## src/rtl/dxw_pkg.sv

```systemverilog
package dxw_pkg;
  localparam int AW       = 64;
  localparam int RT_LSB   = 42;
  localparam int RT_W     = 11;
  localparam int ST_LSB   = 31;
  localparam int ST_W     = 11;
  localparam int PG_LSB   = 12;
  localparam int PG_W     = 8;
  localparam int ENT_SH   = 3;
  localparam int PAGE_SH  = 12;
  localparam int TT_LSB   = 2;
  localparam int TT_W     = 2;
  localparam int INV_BIT  = 10;
  localparam int N_LEVELS = 3;
  localparam int EVT_W    = 8;

  localparam logic [TT_W-1:0]  TT_ROOT = 2'b11;
  localparam logic [TT_W-1:0]  TT_MID  = 2'b10;
  localparam logic [EVT_W-1:0] EVT_NO_SPACE = 8'h10;
  localparam logic [EVT_W-1:0] EVT_RANGE    = 8'h11;
  localparam logic [EVT_W-1:0] EVT_WALK     = 8'h12;

  localparam logic [AW-1:0] PAGE_MASK = AW'((64'd1 << PAGE_SH) - 64'd1);
  localparam logic [AW-1:0] FLAG_MASK = AW'((64'd1 << ENT_SH) - 64'd1);

  typedef enum logic [2:0] {V_OFF, V_MSI, V_NOSPACE, V_RANGE, V_WALK} verdict_e;
  typedef enum logic [1:0] {LV_ROOT = 2'd0, LV_MID = 2'd1, LV_LEAF = 2'd2} level_e;

  function automatic logic [AW-1:0] level_index(input logic [AW-1:0] a, input level_e lv);
    case (lv)
      LV_ROOT: return AW'(a[RT_LSB +: RT_W]);
      LV_MID:  return AW'(a[ST_LSB +: ST_W]);
      default: return AW'(a[PG_LSB +: PG_W]);
    endcase
  endfunction

  function automatic logic [AW-1:0] entry_slot(input logic [AW-1:0] base, input logic [AW-1:0] idx);
    return base + (idx << ENT_SH);
  endfunction

  function automatic logic [AW-1:0] clean_origin(input logic [AW-1:0] o);
    return o & ~FLAG_MASK;
  endfunction

  function automatic logic [AW-1:0] next_table(input logic [AW-1:0] ent, input logic [TT_W-1:0] want);
    return (ent[TT_LSB +: TT_W] == want) ? (ent & ~PAGE_MASK) : '0;
  endfunction

  function automatic logic [AW-1:0] page_frame(input logic [AW-1:0] ent);
    return ent & ~PAGE_MASK;
  endfunction
endpackage

```

## src/rtl/dxw_gate.sv

```systemverilog
module dxw_gate
  import dxw_pkg::*;
#(
  parameter logic [AW-1:0] MSI_ADDR = 64'h0000_0000_0C00_0000
) (
  input  logic           conf,
  input  logic           en,
  input  logic           xen,
  input  logic [AW-1:0]  addr,
  input  logic [AW-1:0]  origin,
  input  logic [AW-1:0]  base,
  input  logic [AW-1:0]  limit,
  output verdict_e       verdict,
  output logic [AW-1:0]  root
);
  logic fn_ok_w, msi_hit_w, no_space_w, out_win_w;

  assign root       = clean_origin(origin);
  assign fn_ok_w    = conf && en && xen;
  assign msi_hit_w  = (addr == MSI_ADDR);
  assign no_space_w = (root == '0);
  assign out_win_w  = (addr < base) || (addr > limit);

  always_comb begin
    if (!fn_ok_w)        verdict = V_OFF;
    else if (msi_hit_w)  verdict = V_MSI;
    else if (no_space_w) verdict = V_NOSPACE;
    else if (out_win_w)  verdict = V_RANGE;
    else                 verdict = V_WALK;
  end
endmodule

```

## src/rtl/dxw_slot.sv

```systemverilog
module dxw_slot
  import dxw_pkg::*;
(
  input  logic [AW-1:0] root,
  input  logic [AW-1:0] walk_base,
  input  logic [AW-1:0] addr,
  input  level_e        level,
  output logic [AW-1:0] slot_addr
);
  logic [AW-1:0] cand [N_LEVELS];

  for (genvar g = 0; g < N_LEVELS; g++) begin : g_lv
    if (g == 0) begin : g_root
      assign cand[g] = entry_slot(root, level_index(addr, level_e'(2'(g))));
    end else begin : g_walk
      assign cand[g] = entry_slot(walk_base, level_index(addr, level_e'(2'(g))));
    end
  end

  always_comb begin
    case (level)
      LV_ROOT: slot_addr = cand[0];
      LV_MID:  slot_addr = cand[1];
      default: slot_addr = cand[2];
    endcase
  end
endmodule

```

## src/rtl/dxw_walk_ctl.sv

```systemverilog
module dxw_walk_ctl
  import dxw_pkg::*;
(
  input  logic             clk,
  input  logic             rst_n,
  input  logic             start,
  input  verdict_e         verdict,
  input  logic [AW-1:0]    addr,
  input  logic             mem_rsp_valid,
  input  logic [AW-1:0]    mem_rsp_data,
  output logic             busy,
  output logic             done,
  output logic             mem_req,
  output logic             deciding,
  output level_e           level,
  output logic [AW-1:0]    walk_base,
  output logic [AW-1:0]    res_addr,
  output logic [AW-1:0]    res_mask,
  output logic             res_perm_rw,
  output logic             res_irq_space,
  output logic             evt_valid,
  output logic [EVT_W-1:0] evt_code,
  output logic             evt_qual
);
  typedef enum logic [2:0] {S_IDLE, S_DECIDE, S_ISSUE, S_WAIT, S_FINISH} st_e;

  st_e              state;
  logic             evt_pend;
  logic [EVT_W-1:0] code_q;
  logic             qual_q;
  logic [AW-1:0]    nb_w;
  logic             step_fail_w;

  assign busy     = (state != S_IDLE);
  assign done     = (state == S_FINISH);
  assign mem_req  = (state == S_ISSUE);
  assign deciding = (state == S_DECIDE);

  assign nb_w        = next_table(mem_rsp_data, (level == LV_ROOT) ? TT_ROOT : TT_MID);
  assign step_fail_w = (level == LV_LEAF) ? (mem_rsp_data == '0) : (nb_w == '0);

  assign evt_valid = done && evt_pend;
  assign evt_code  = evt_valid ? code_q : '0;
  assign evt_qual  = evt_valid && qual_q;

  always_ff @(posedge clk or negedge rst_n) begin
    if (!rst_n) begin
      state         <= S_IDLE;
      level         <= LV_ROOT;
      walk_base     <= '0;
      res_addr      <= '0;
      res_mask      <= '0;
      res_perm_rw   <= 1'b0;
      res_irq_space <= 1'b0;
      evt_pend      <= 1'b0;
      code_q        <= '0;
      qual_q        <= 1'b0;
    end else begin
      case (state)
        S_IDLE: begin
          if (start) begin
            state         <= S_DECIDE;
            level         <= LV_ROOT;
            walk_base     <= '0;
            res_addr      <= '0;
            res_mask      <= '1;
            res_perm_rw   <= 1'b0;
            res_irq_space <= 1'b0;
            evt_pend      <= 1'b0;
            code_q        <= '0;
            qual_q        <= 1'b0;
          end
        end
        S_DECIDE: begin
          case (verdict)
            V_OFF: state <= S_FINISH;
            V_MSI: begin
              res_addr      <= addr;
              res_mask      <= PAGE_MASK;
              res_perm_rw   <= 1'b1;
              res_irq_space <= 1'b1;
              state         <= S_FINISH;
            end
            V_NOSPACE: begin
              evt_pend <= 1'b1;
              code_q   <= EVT_NO_SPACE;
              state    <= S_FINISH;
            end
            V_RANGE: begin
              evt_pend <= 1'b1;
              code_q   <= EVT_RANGE;
              state    <= S_FINISH;
            end
            default: state <= S_ISSUE;
          endcase
        end
        S_ISSUE: state <= S_WAIT;
        S_WAIT: begin
          if (mem_rsp_valid) begin
            if (step_fail_w) begin
              evt_pend <= 1'b1;
              code_q   <= EVT_WALK;
              qual_q   <= 1'b1;
              state    <= S_FINISH;
            end else if (level == LV_LEAF) begin
              res_addr    <= page_frame(mem_rsp_data);
              res_mask    <= PAGE_MASK;
              res_perm_rw <= !mem_rsp_data[INV_BIT];
              state       <= S_FINISH;
            end else begin
              walk_base <= nb_w;
              level     <= (level == LV_ROOT) ? LV_MID : LV_LEAF;
              state     <= S_ISSUE;
            end
          end
        end
        default: state <= S_IDLE;
      endcase
    end
  end
endmodule

```

## src/rtl/dma_xlate_walker.sv

```systemverilog
module dma_xlate_walker
  import dxw_pkg::*;
#(
  parameter logic [AW-1:0] MSI_ADDR = 64'h0000_0000_0C00_0000
) (
  input  logic             clk,
  input  logic             rst_n,
  input  logic             req_valid,
  input  logic [AW-1:0]    req_addr,
  input  logic             fn_configured,
  input  logic             fn_enabled,
  input  logic             fn_xlate_en,
  input  logic [AW-1:0]    fn_table_origin,
  input  logic [AW-1:0]    fn_range_base,
  input  logic [AW-1:0]    fn_range_limit,
  output logic             mem_req,
  output logic [AW-1:0]    mem_addr,
  input  logic             mem_rsp_valid,
  input  logic [AW-1:0]    mem_rsp_data,
  output logic             busy,
  output logic             done,
  output logic [AW-1:0]    res_addr,
  output logic [AW-1:0]    res_mask,
  output logic             res_perm_rw,
  output logic             res_irq_space,
  output logic             evt_valid,
  output logic [EVT_W-1:0] evt_code,
  output logic             evt_qual,
  output logic [AW-1:0]    evt_addr,
  output logic             err_state_set,
  output logic             stg_block_set
);
  logic          start_w;
  logic          cap_conf, cap_en, cap_xen;
  logic [AW-1:0] cap_addr, cap_origin, cap_base, cap_limit;
  verdict_e      verdict_w;
  logic [AW-1:0] root_w, walk_base_w;
  level_e        level_w;
  logic          deciding_w;
  logic          decide_off_w;

  assign start_w = req_valid && !busy;

  always_ff @(posedge clk or negedge rst_n) begin
    if (!rst_n) begin
      cap_conf   <= 1'b0;
      cap_en     <= 1'b0;
      cap_xen    <= 1'b0;
      cap_addr   <= '0;
      cap_origin <= '0;
      cap_base   <= '0;
      cap_limit  <= '0;
    end else if (start_w) begin
      cap_conf   <= fn_configured;
      cap_en     <= fn_enabled;
      cap_xen    <= fn_xlate_en;
      cap_addr   <= req_addr;
      cap_origin <= fn_table_origin;
      cap_base   <= fn_range_base;
      cap_limit  <= fn_range_limit;
    end
  end

  dxw_gate #(.MSI_ADDR(MSI_ADDR)) u_gate (
    .conf(cap_conf), .en(cap_en), .xen(cap_xen),
    .addr(cap_addr), .origin(cap_origin), .base(cap_base), .limit(cap_limit),
    .verdict(verdict_w), .root(root_w)
  );

  dxw_slot u_slot (
    .root(root_w), .walk_base(walk_base_w), .addr(cap_addr),
    .level(level_w), .slot_addr(mem_addr)
  );

  dxw_walk_ctl u_ctl (
    .clk(clk), .rst_n(rst_n), .start(start_w), .verdict(verdict_w), .addr(cap_addr),
    .mem_rsp_valid(mem_rsp_valid), .mem_rsp_data(mem_rsp_data),
    .busy(busy), .done(done), .mem_req(mem_req), .deciding(deciding_w),
    .level(level_w), .walk_base(walk_base_w),
    .res_addr(res_addr), .res_mask(res_mask), .res_perm_rw(res_perm_rw),
    .res_irq_space(res_irq_space), .evt_valid(evt_valid), .evt_code(evt_code),
    .evt_qual(evt_qual)
  );

  assign decide_off_w  = deciding_w && (verdict_w == V_OFF);
  assign evt_addr      = evt_valid ? cap_addr : '0;
  assign err_state_set = evt_valid;
  assign stg_block_set = evt_valid;
endmodule

```

## config.mk

```make
export PLATFORM = sky130hd
export DESIGN_NAME = dma_xlate_walker
export DESIGN_NICKNAME = d
export VERILOG_FILES = /design/src/rtl/dxw_pkg.sv /design/src/rtl/dxw_gate.sv /design/src/rtl/dxw_slot.sv /design/src/rtl/dxw_walk_ctl.sv /design/src/rtl/dma_xlate_walker.sv
export SDC_FILE = /design/constraint.sdc
export NUM_CORES = 1
export LEC_CHECK = 0
export BUFFER_PORTS_ARGS = -buffer_cell sky130_fd_sc_hd__buf_2
export CAP_MARGIN = 20
export CORE_MARGIN = 2
export CORE_UTILIZATION = 25
export DETAILED_ROUTE_END_ITERATION = 10
export MAX_ROUTING_LAYER = met4
export PLACE_DENSITY_LB_ADDON = 0.1
export SLEW_MARGIN = 20
export SYNTH_ARGS = -nofsm -noshare
export SYNTH_HDL_FRONTEND = slang
export SYNTH_SLANG_ARGS = --single-unit
export TNS_END_PERCENT = 1
```

## constraint.sdc

```tcl
create_clock -name clk -period 8.4 [get_ports clk]
set_input_delay 0.84 -clock clk [delete_from_list [all_inputs] [get_ports clk]]
set_output_delay 0.84 -clock clk [all_outputs]
set_load 0.05 [all_outputs]
```

======== Yosys cells after proc, flatten, opt, wreduce, memory -nomap -nowiden ========
Cells that the tools add are included.
Widths: inputs -> output; s select.
storage, ports and cells
  register bits after elaboration ......... 468
  output and inout bits ................... 273
  word-level logic and storage cells ...... 124
  bits of input ports ..................... 327
operators by class
  reductions and logical operators ........ 27
  add/sub/neg operators ................... 3
  mux-type cells .......................... 55
  magnitude comparators ................... 2
  equal/unequal tests ..................... 20
operators by type and width
  operator              number
  $mux 64               15
  $pmux 64 s3           2
  $pmux 64 s2           2
  $logic_not 64->1      3
  $add 64x14->64        2
  $add 64x11->64        1
  $eq 64x28->1 const B  1
  $gt 64x64->1          1
  $lt 64x64->1          1
  $mux 8                4
  $mux 3                9
  $pmux 8 s3            1
  $pmux 8 s2            1
  $reduce_and 5->1      3
  $eq 3x2->1 const B    4
  $pmux 3 s4            1
  $mux 1                10
  $mux 2                5
  $ne 2x2->1 const B    5
  $eq 3x1->1 const B    2
  $logic_not 3->1       2
  $ne 2x1->1 const B    3
  $pmux 1 s3            2
  $reduce_and 6->1      1
  18 further kinds      26

======== Longest topological paths before layout ========
Gate-level depths: netlist of run 1.
  depth after elaboration ................. 10
  gate-level depth with buffers ........... 14
  gate-level depth less buffers ........... 11

======== By module ========
From an unflattened synthesis of run 1, not the netlist that was laid out.
unflattened totals
  cell total of the unflattened synthesis .. 2385
  area, all modules ....................... 26286.5 sq um
modules (own cells, without submodules)
  module            sequential area each (sq um)  area an instance (sq um)  cells each  times used
  dma_xlate_walker  6481.2                        10974.3                   621         1
  dxw_walk_ctl      3253.1                        6462.4                    513         1
  dxw_slot          0.0                           4814.6                    681         1
  dxw_gate          0.0                           4035.1                    570         1

======== Least setup slack after synthesis of run 1 ========
No wires, ideal clock.
  path type ............................... register to output
  start point ............................. reg u_ctl.level[0]
  end point ............................... out mem_addr[56]
  buffers on the path ..................... 2
  path slack .............................. 3.769 ns
  required time ........................... 7.560 ns
  arrival time ............................ 3.791 ns
  stages on the path, launching flop included .. 14
  cells stage by stage .................... dfrtp_1 -> clkbuf_1 -> clkbuf_1 -> and3b_1 -> ha_1 -> inv_1 -> fa_1 -> nor2_1 -> nand3_1 -> or2_1 -> nor4_1 -> xnor2_1 -> nor2_1 -> a31oi_1
on the way
  word-level cells in the longest chain between the ends .. 2
  elaborated cells between the ends (all ways) .. 3
  classes of those cells .................. eq/ne (1); mux (1); reduce/logical (1)
RTL lines
  what                                                  RTL line                source
  start: declaration                                    dxw_walk_ctl.sv:15      output level_e level,
  start signal: assignment                              dxw_walk_ctl.sv:112     level <= (level == LV_ROOT) ? LV_MID : LV_LEAF;
  $eq 2x1->1 / $logic_not 2->1 (equally long branches)  dxw_slot.sv:21          case (level)
  $pmux 64 s2 *                                         dxw_slot.sv:21
  end: declaration                                      dma_xlate_walker.sv:17  output logic [AW-1:0] mem_addr,
Mark *: on every way between the ends. The rest lies on a longest branch, timed or not.

======== Worst setup path in the final report of run 1 ========
  start point ............................. reg u_ctl.level[0]
  end point ............................... out mem_addr[62]
Same word-level chain as after synthesis.

==> results_dict.tcl, run 1 <==
set metrics [dict create \
    synth_top_area_share_pct 42.44 \
    end_kind "primary output" \
    ys_seq_area_share_pct 42.44 \
    synthCells 2713 \
    ant_nets 0 \
    numCtsBuffers 52 \
    rsz0062_at_grt "false" \
    outcome "finished, final reports clean" \
    p_per_area_mw_per_mm2 436.1 \
    ys_seq_elements 386 \
    cts.hold.buffers_added 0 \
    drt_iter0_drc 1498 \
    totalWireLength_mm 99.94 \
    placementRows 110 \
    peakVddDrop_mv 0.2708 \
    fillCellCount 9622 \
    insertion_delay_ns 0.61 \
    startpoint "u_ctl.level[0]$_DFFE_PN0P_" \
    setup_violations 0 \
    core_mm2 0.09015 \
    dp_cells 4297 \
    slew_violations 0 \
    yosysWarnings 0 \
    cp_cell_sequence "and3b_1, ha_1, inv_1, fa_1, nor2_1, nand3_1, nor2_1, nand3_1, xnor2_1, nor2_1, a31oi_1, buf_2" \
    instances_no_fill 4419 \
    grt-ovfl-total 0 \
    clock-sinks 386 \
    path_common_cell "nor2_1" \
    cts_tree "done" \
    worst_hold_slack_ns 0.3224 \
    gp_congestion 0.9336 \
    clock_skew_ns 0.02625 \
    drc 0 \
    grt_pass1_wl_mm 144.8 \
    r2r_start "u_ctl.state[0]$_DFFE_PN0P_" \
    first_global_vias 21160 \
    synth.area.top_cells "dfrtp_1 (42%), nand2_1 (11%), ha_1 (7.7%)" \
    dr.pass1.iters 5 \
    path_clk_slew_ns 0.07 \
    cp_max_fo 25 \
    relSlewSlack_pct 23.03 \
    synth_flop_cell "dfrtp_1" \
    final_common_cell "nand2_1" \
    antenna_found_initial 38 \
    ys_types 60 \
    wl_per_cell_um 22.62 \
    die_x_um 305.7 \
    crit_required_ns 7.56 \
    arrival_ns 4.76 \
    layout-drive-gt1-share_pct 22.71 \
    vias 21050 \
    syn_area_per_cell_um2 8.389 \
    finalSetupTns_ns 0 \
    cts_resized 0 \
    ios 600 \
    post_cts_buffers 0 \
    root_buffer "clkbuf_16" \
    path_class "reg2out" \
    start_util_pct 25.25 \
    worst_pin_slew_ns 1.155 \
    die_area_mm2 0.09347 \
    fmax_mhz 178.7 \
    p_leak_nw 13.92 \
    final_cell_mix "nand2_1 (648), buf_2 (587), dfrtp_1 (383), o21ai_0 (246), inv_1 (201)" \
    fin_crit_ns 5.596 \
    grt_start_max_net_pins 241 \
    maxCapViolations 0 \
    cpMaxStageDelayCell "dfrtp_1" \
    final.period_utilization_pct 66.61 \
    h-tree-depth 2 \
    cp-start-kind "register" \
    track_usage_pct 21.44 \
    area_delta_synth_final_pct 24.46 \
    syn-cell-area_mm2 0.02276 \
    die-height_um 305.7 \
    holdCritPathClass "in2async" \
    hpwl_mm 74.91 \
    vias_per_cell 4.763 \
    synth_top_cell_by_area "dfrtp_1" \
    slowest_delay_ns 0.88 \
    synth_edf_count 0 \
    cts.path.max_buffers 3 \
    r2r.worst_path.cells 6 \
    utilization_pct 31.42 \
    synth_async_sr_flop_share_pct 100.0 \
    nNetsFinal 3644 \
    hold_viol 0 \
    io_buffers 588 \
]
## layout make-up
type	instances	area (µm²)	share of cell area, %
Tap cell	1176	1471	5.194
Clock inverter	18	284.0	1.003
Antenna cell	29	72.57	0.2562
Clock buffer	75	1540	5.437
Inverter	201	754.5	2.663
Sequential cell	386	9666	34.12
Multi-Input combinational cell	1914	11310	39.92
Timing Repair Buffer	620	3231	11.40
## path summary, 6_finish.rpt
kind	slack, ns	end
setup reg to reg	4.53	cap_base[58]$_DFFE_PN0P_
min in group clk	0.41	cap_addr[27]$_DFFE_PN0P_
setup / recovery	2.80	mem_addr[62]
max in group asynchronous	6.51	u_ctl.state[1]$_DFFE_PN0P_
hold reg to reg	0.47	u_ctl.res_addr[12]$_DFFE_PN0P_
hold / removal	0.32	cap_origin[34]$_DFFE_PN0P_
## Yosys cell counts (3+ instances only)
cell type,number
nand2_1,649
dfrtp_1,386
o21ai_0,246
inv_1,201
ha_1,140
clkbuf_1,138
a21oi_1,91
nand3_1,91
and3_1,90
nor2_1,78
buf_4,72
xnor2_1,60
nor4_1,59
mux2i_1,55
o31ai_1,55
nand4_1,54
xor2_1,39
and2_1,27
nor3_1,20
and4_1,18
a21o_1,16
o2111ai_1,14
a31oi_1,12
or3_1,9
a211oi_1,8
o211ai_1,8
a221oi_1,7
buf_1,7
mux2_2,7
nor2b_1,7
o21a_1,6
nand2b_1,5
or4_1,4
a22oi_1,3
## through the flow
stage                     power, mW  instance area (µm²)  setup slack [ns]
final                         12.35                28330             2.804
after global routing          13.24                28320             2.525
after CTS                     12.53                28250             2.712
after detailed placement      10.05                26430             3.424
after global placement        9.971                26430             3.467
after floorplan               7.831                22790             3.769
## power breakdown
part           leakage, nW  internal [mW]  total, mW  switching, mW
logic                 8.09           1.75       6.44           4.69
clock network        0.890           1.48       2.40          0.923
registers             4.94           2.59       3.51          0.919
total                 13.9           5.82       12.4           6.53
## worst max-delay path: cells and delay by family (launching register included)
family / cells / cell delay, ns
and+or+nand+nor: 6 / 1.85
DFF: 1 / 0.88
adders and majority gates: 2 / 0.59
buffers and inverters: 2 / 0.37
AOI/OAI and AO/OA: 1 / 0.24
xor gates and xnor gates: 1 / 0.19
## kinds of logic after synthesis
group                      Yosys count  synth area share (%)
xor gates and xnor gates            99                 3.810
muxes                               62                 2.765
AOI/OAI and AO/OA                  476                 12.07
DFF                                386                 42.44
buffers and inverters              420                 8.152
adders and majority gates          142                 7.872
other                                1               0.01648
and+or+nand+nor                   1127                 22.88
## routing by layer
metal	global-route usage (%)	up-vias	part of all wire (%)
li1	-	10140	-
met1	26.57	10130	44
met2	34.53	633	47
met3	5.484	144	6.9
met4	5.957	0	2.6
met5	-	-	0
## state kept, by name (all words and copies together), names as in the netlist, 2 cells and up
signal	count
u_ctl.code_q	3
cap_base	64
u_ctl.res_mask	2
u_ctl.state	3
cap_addr	64
cap_origin	61
u_ctl.level	2
cap_limit	64
u_ctl.walk_base	52
u_ctl.res_addr	64
Power figures use the tool's default switching activity.
==> inputs of run 2 (changes only) <==
--- a/config.mk
+++ b/config.mk
@@ -5,6 +5,7 @@
 export SDC_FILE = /design/constraint.sdc
 export NUM_CORES = 1
 export LEC_CHECK = 0
+export ABC_AREA = 1
 export BUFFER_PORTS_ARGS = -buffer_cell sky130_fd_sc_hd__buf_2
 export CAP_MARGIN = 20
 export CORE_MARGIN = 2
==> constraint.sdc (replaced) <==
create_clock -name clk -period 5.3 [get_ports clk]
set_input_delay 0.53 -clock clk [delete_from_list [all_inputs] [get_ports clk]]
set_output_delay 0.53 -clock clk [all_outputs]
set_load 0.05 [all_outputs]
==> run 2 against run 1 <==
Effect of this change: utilization fell by 0.16 points; highest routed layer unchanged; clock-buffer cell count up 1; non-clock buffer count decreased by 2; combinational power grew 68%.
==> results_dict.tcl, run 2 <==
set metrics [dict create \
    vias_per_cell 4.600 \
    p_leak_nw 14.75 \
    grt-ovfl-total 0 \
    vias 23410 \
    ant_nets 0 \
    critical_path_buf_inv_count 4 \
    r2r.worst_path.cells 13 \
    rsz0062_at_grt "false" \
    area_delta_synth_final_pct 23.86 \
    outcome "finished, final reports clean" \
    final_cell_mix "nand2_1 (940), buf_2 (587), inv_1 (426), dfrtp_1 (384), o21ai_0 (376)" \
    syn_area_per_cell_um2 7.333 \
    p_per_area_mw_per_mm2 661.8 \
    crit_required_ns 4.77 \
    slowest_delay_ns 0.47 \
    ys_types 52 \
    grt_start_max_net_pins 122 \
    insertion_delay_ns 0.66 \
    drt_iter0_drc 1626 \
    clock-sinks 386 \
    cts.path.max_buffers 3 \
    end_kind "primary output" \
    layout-drive-gt1-share_pct 19.51 \
    cp_top_family "simple AND/OR/NAND/NOR gates" \
    synth_top_area_share_pct 40.22 \
    track_usage_pct 23.78 \
    arrival_ns 4.38 \
    rrSetupSlack_ns 1.78 \
    numCtsBuffers 52 \
    fin_crit_ns 4.910 \
    r2r-end "u_ctl.res_addr[30]$_DFFE_PN0P_" \
    dr.pass1.iters 5 \
    yosysWarnings 0 \
    final_common_cell "nand2_1" \
    nNetsFinal 4235 \
    post-place-ws_ns 0.7318 \
    relSlewSlack_pct 33.50 \
    synth.area.top_cells "dfrtp_1 (40%), nand2_1 (15%), o21ai_0 (7.8%)" \
    grt_pass1_wl_mm 164.1 \
    cp-start-kind "register" \
    io_buffers 588 \
    core_mm2 0.09515 \
    ys_seq_area_share_pct 40.22 \
    synth_most_common_cell "nand2_1" \
    ys_seq_elements 386 \
    syn-cell-area_mm2 0.02402 \
    min_from "req_addr[29]" \
    maxCapViolations 0 \
    synthCells 3275 \
    fmax_mhz 203.7 \
    setup_ws_ns 0.3901 \
    placementRows 113 \
    totalWireLength_mm 115.8 \
    gp_congestion 0.9570 \
    path_class "reg2out" \
    wl_per_cell_um 22.76 \
    synth_commonest_cells "nand2_1 (942), inv_1 (427), dfrtp_1 (386)" \
    clock_skew_ns 0.02220 \
    cp_max_fo 9 \
    synth_top_cell_by_area "dfrtp_1" \
    worst_pin_slew_ns 0.9975 \
    start_util_pct 25.24 \
    antenna_found_initial 22 \
    cpMaxStageDelayCell "dfrtp_1" \
    synth_flop_cell "dfrtp_1" \
    finalSetupTns_ns 0 \
    path_clk_slew_ns 0.06 \
    holdCritPathClass "in2reg" \
    hold_viol 0 \
    die-height_um 313.9 \
    holdPathEnd "cap_addr[29]$_DFFE_PN0P_" \
    setup_violations 0 \
    root_buffer "clkbuf_16" \
    holdPathStages 3 \
    r2r_start "cap_addr[63]$_DFFE_PN0P_" \
    drc 0 \
    cts_tree "done" \
    die_x_um 313.9 \
    h-tree-depth 2 \
    synth_async_sr_flop_share_pct 100.0 \
    synth_edf_count 0 \
    cp_cell_sequence "nor2_1, inv_2, nor2_1, ha_1, inv_1, fa_1, inv_1, nand3_2, nor2_2, nand3_2, nor2_2, nand3_1, nor3b_2, nand3_1, nor3_1, a21oi_1, o21ai_0, nand2_1, buf_2" \
    ios 600 \
    peakVddDrop_mv 0.3511 \
    hpwl_mm 93.35 \
    die_area_mm2 0.09856 \
    final.period_utilization_pct 92.64 \
    first_global_vias 23160 \
    slew_violations 0 \
]
[run 2: cell count changes in the layout (fill, tap and decap cells not counted), moves of 16 or more]
cell,change
nand3_1,-20
o21ai_0,+130
nand2_1,+292
xor2_1,+16
and4_1,-18
nor2_1,+173
and2_1,-26
inv_1,+225
xnor2_1,-42
nor3_1,+55
mux2i_1,-55
and3_1,-85
[run 2: where the power goes]
part | internal (mW) | switching, mW | total, mW
registers | 4.08 | 1.02 | 5.10
clock network | 2.25 | 1.52 | 3.77
logic | 2.66 | 8.15 | 10.8
[run 2: worst max-delay path by stage]
stage,startpoint,end,slack [ns],depth (start not counted)
6_report,u_ctl.level[1]$_DFFE_PN0P_,mem_addr[62],0.39,19
3_5_place_dp,u_ctl.level[0]$_DFFE_PN0P_,mem_addr[62],0.73,20
2_1_floorplan,u_ctl.level[0]$_DFFE_PN0P_,mem_addr[58],1.24,18
5_1_grt,u_ctl.level[1]$_DFFE_PN0P_,mem_addr[62],0.07,19
3_3_place_gp,u_ctl.level[0]$_DFFE_PN0P_,mem_addr[62],0.74,20
4_1_cts,u_ctl.level[0]$_DFFE_PN0P_,mem_addr[62],0.001,20
[run 2: layer usage]
layer	GRT usage [%]	vias to the layer above	routed length (µm)
met4	6.677	0	3062
met5	-	-	0
met1	30.10	11120	51250
met3	4.710	126	6909
met2	38.51	632	54620
li1	-	11540	-
[run 2: worst register-to-register path, cell delays in order, from the launching register on]
cell	delay [ns]
dfrtp_1	0.43
inv_1	0.22
nand4_1	0.12
nor3_1	0.31
nand3_1	0.21
nor2_1	0.28
nand2_1	0.11
or2_1	0.24
a21boi_1	0.29
nand2_2	0.10
inv_2	0.57
buf_4	0.41
nand2_1	0.09
nand2_1	0.07
[run 2: logic make-up after synthesis]
| family | after synthesis | share of synthesized area, % |
|---|---|---|
| simple gates | 1484 | 25.71 |
| buf+inv | 624 | 11.16 |
| compound gates | 565 | 12.77 |
| flops | 386 | 40.22 |
| fa+ha+maj | 142 | 7.461 |
| xor+xnor | 73 | 2.662 |
| other cells | 1 | 0.01561 |
[run 2: timing repair]
| action | in CTS | in global routing |
|---|---|---|
| setup buffers | 0 | 0 |
| hold buffers | 1 | 0 |
| gates resized for setup | 0 | 2 |
| endpoints found under the hold margin | 70 | 0 |
| setup endpoints to repair | 0 | 8 |
[run 2: stage by stage]
step | cells | hold slack [ns] | util (%) | cell area, µm² | power [mW]
after floorplan | 3282 | 0.2344 | - | 24040 | 12.42
after global placement | 4976 | 0.4606 | 29.31 | 27890 | 16.10
after detailed placement | 4976 | 0.4608 | 29.31 | 27890 | 16.13
after CTS | 5069 | 0.02673 | 31.20 | 29690 | 20.00
after global routing | 5087 | 0.05542 | 31.25 | 29740 | 21.22
final | 5090 | 0.07782 | 31.26 | 29750 | 19.69
[run 2: layout make-up]
type                    instances  area (µm²)
clock buffers                  76        1543
repair buffers                618        3281
clock inverters                16       246.5
multi-input cells            2272       11740
diodes                         21       52.55
fillers                     10640       65410
well taps                    1265        1583
flip-flops and latches        386        9662
inverters                     436        1637
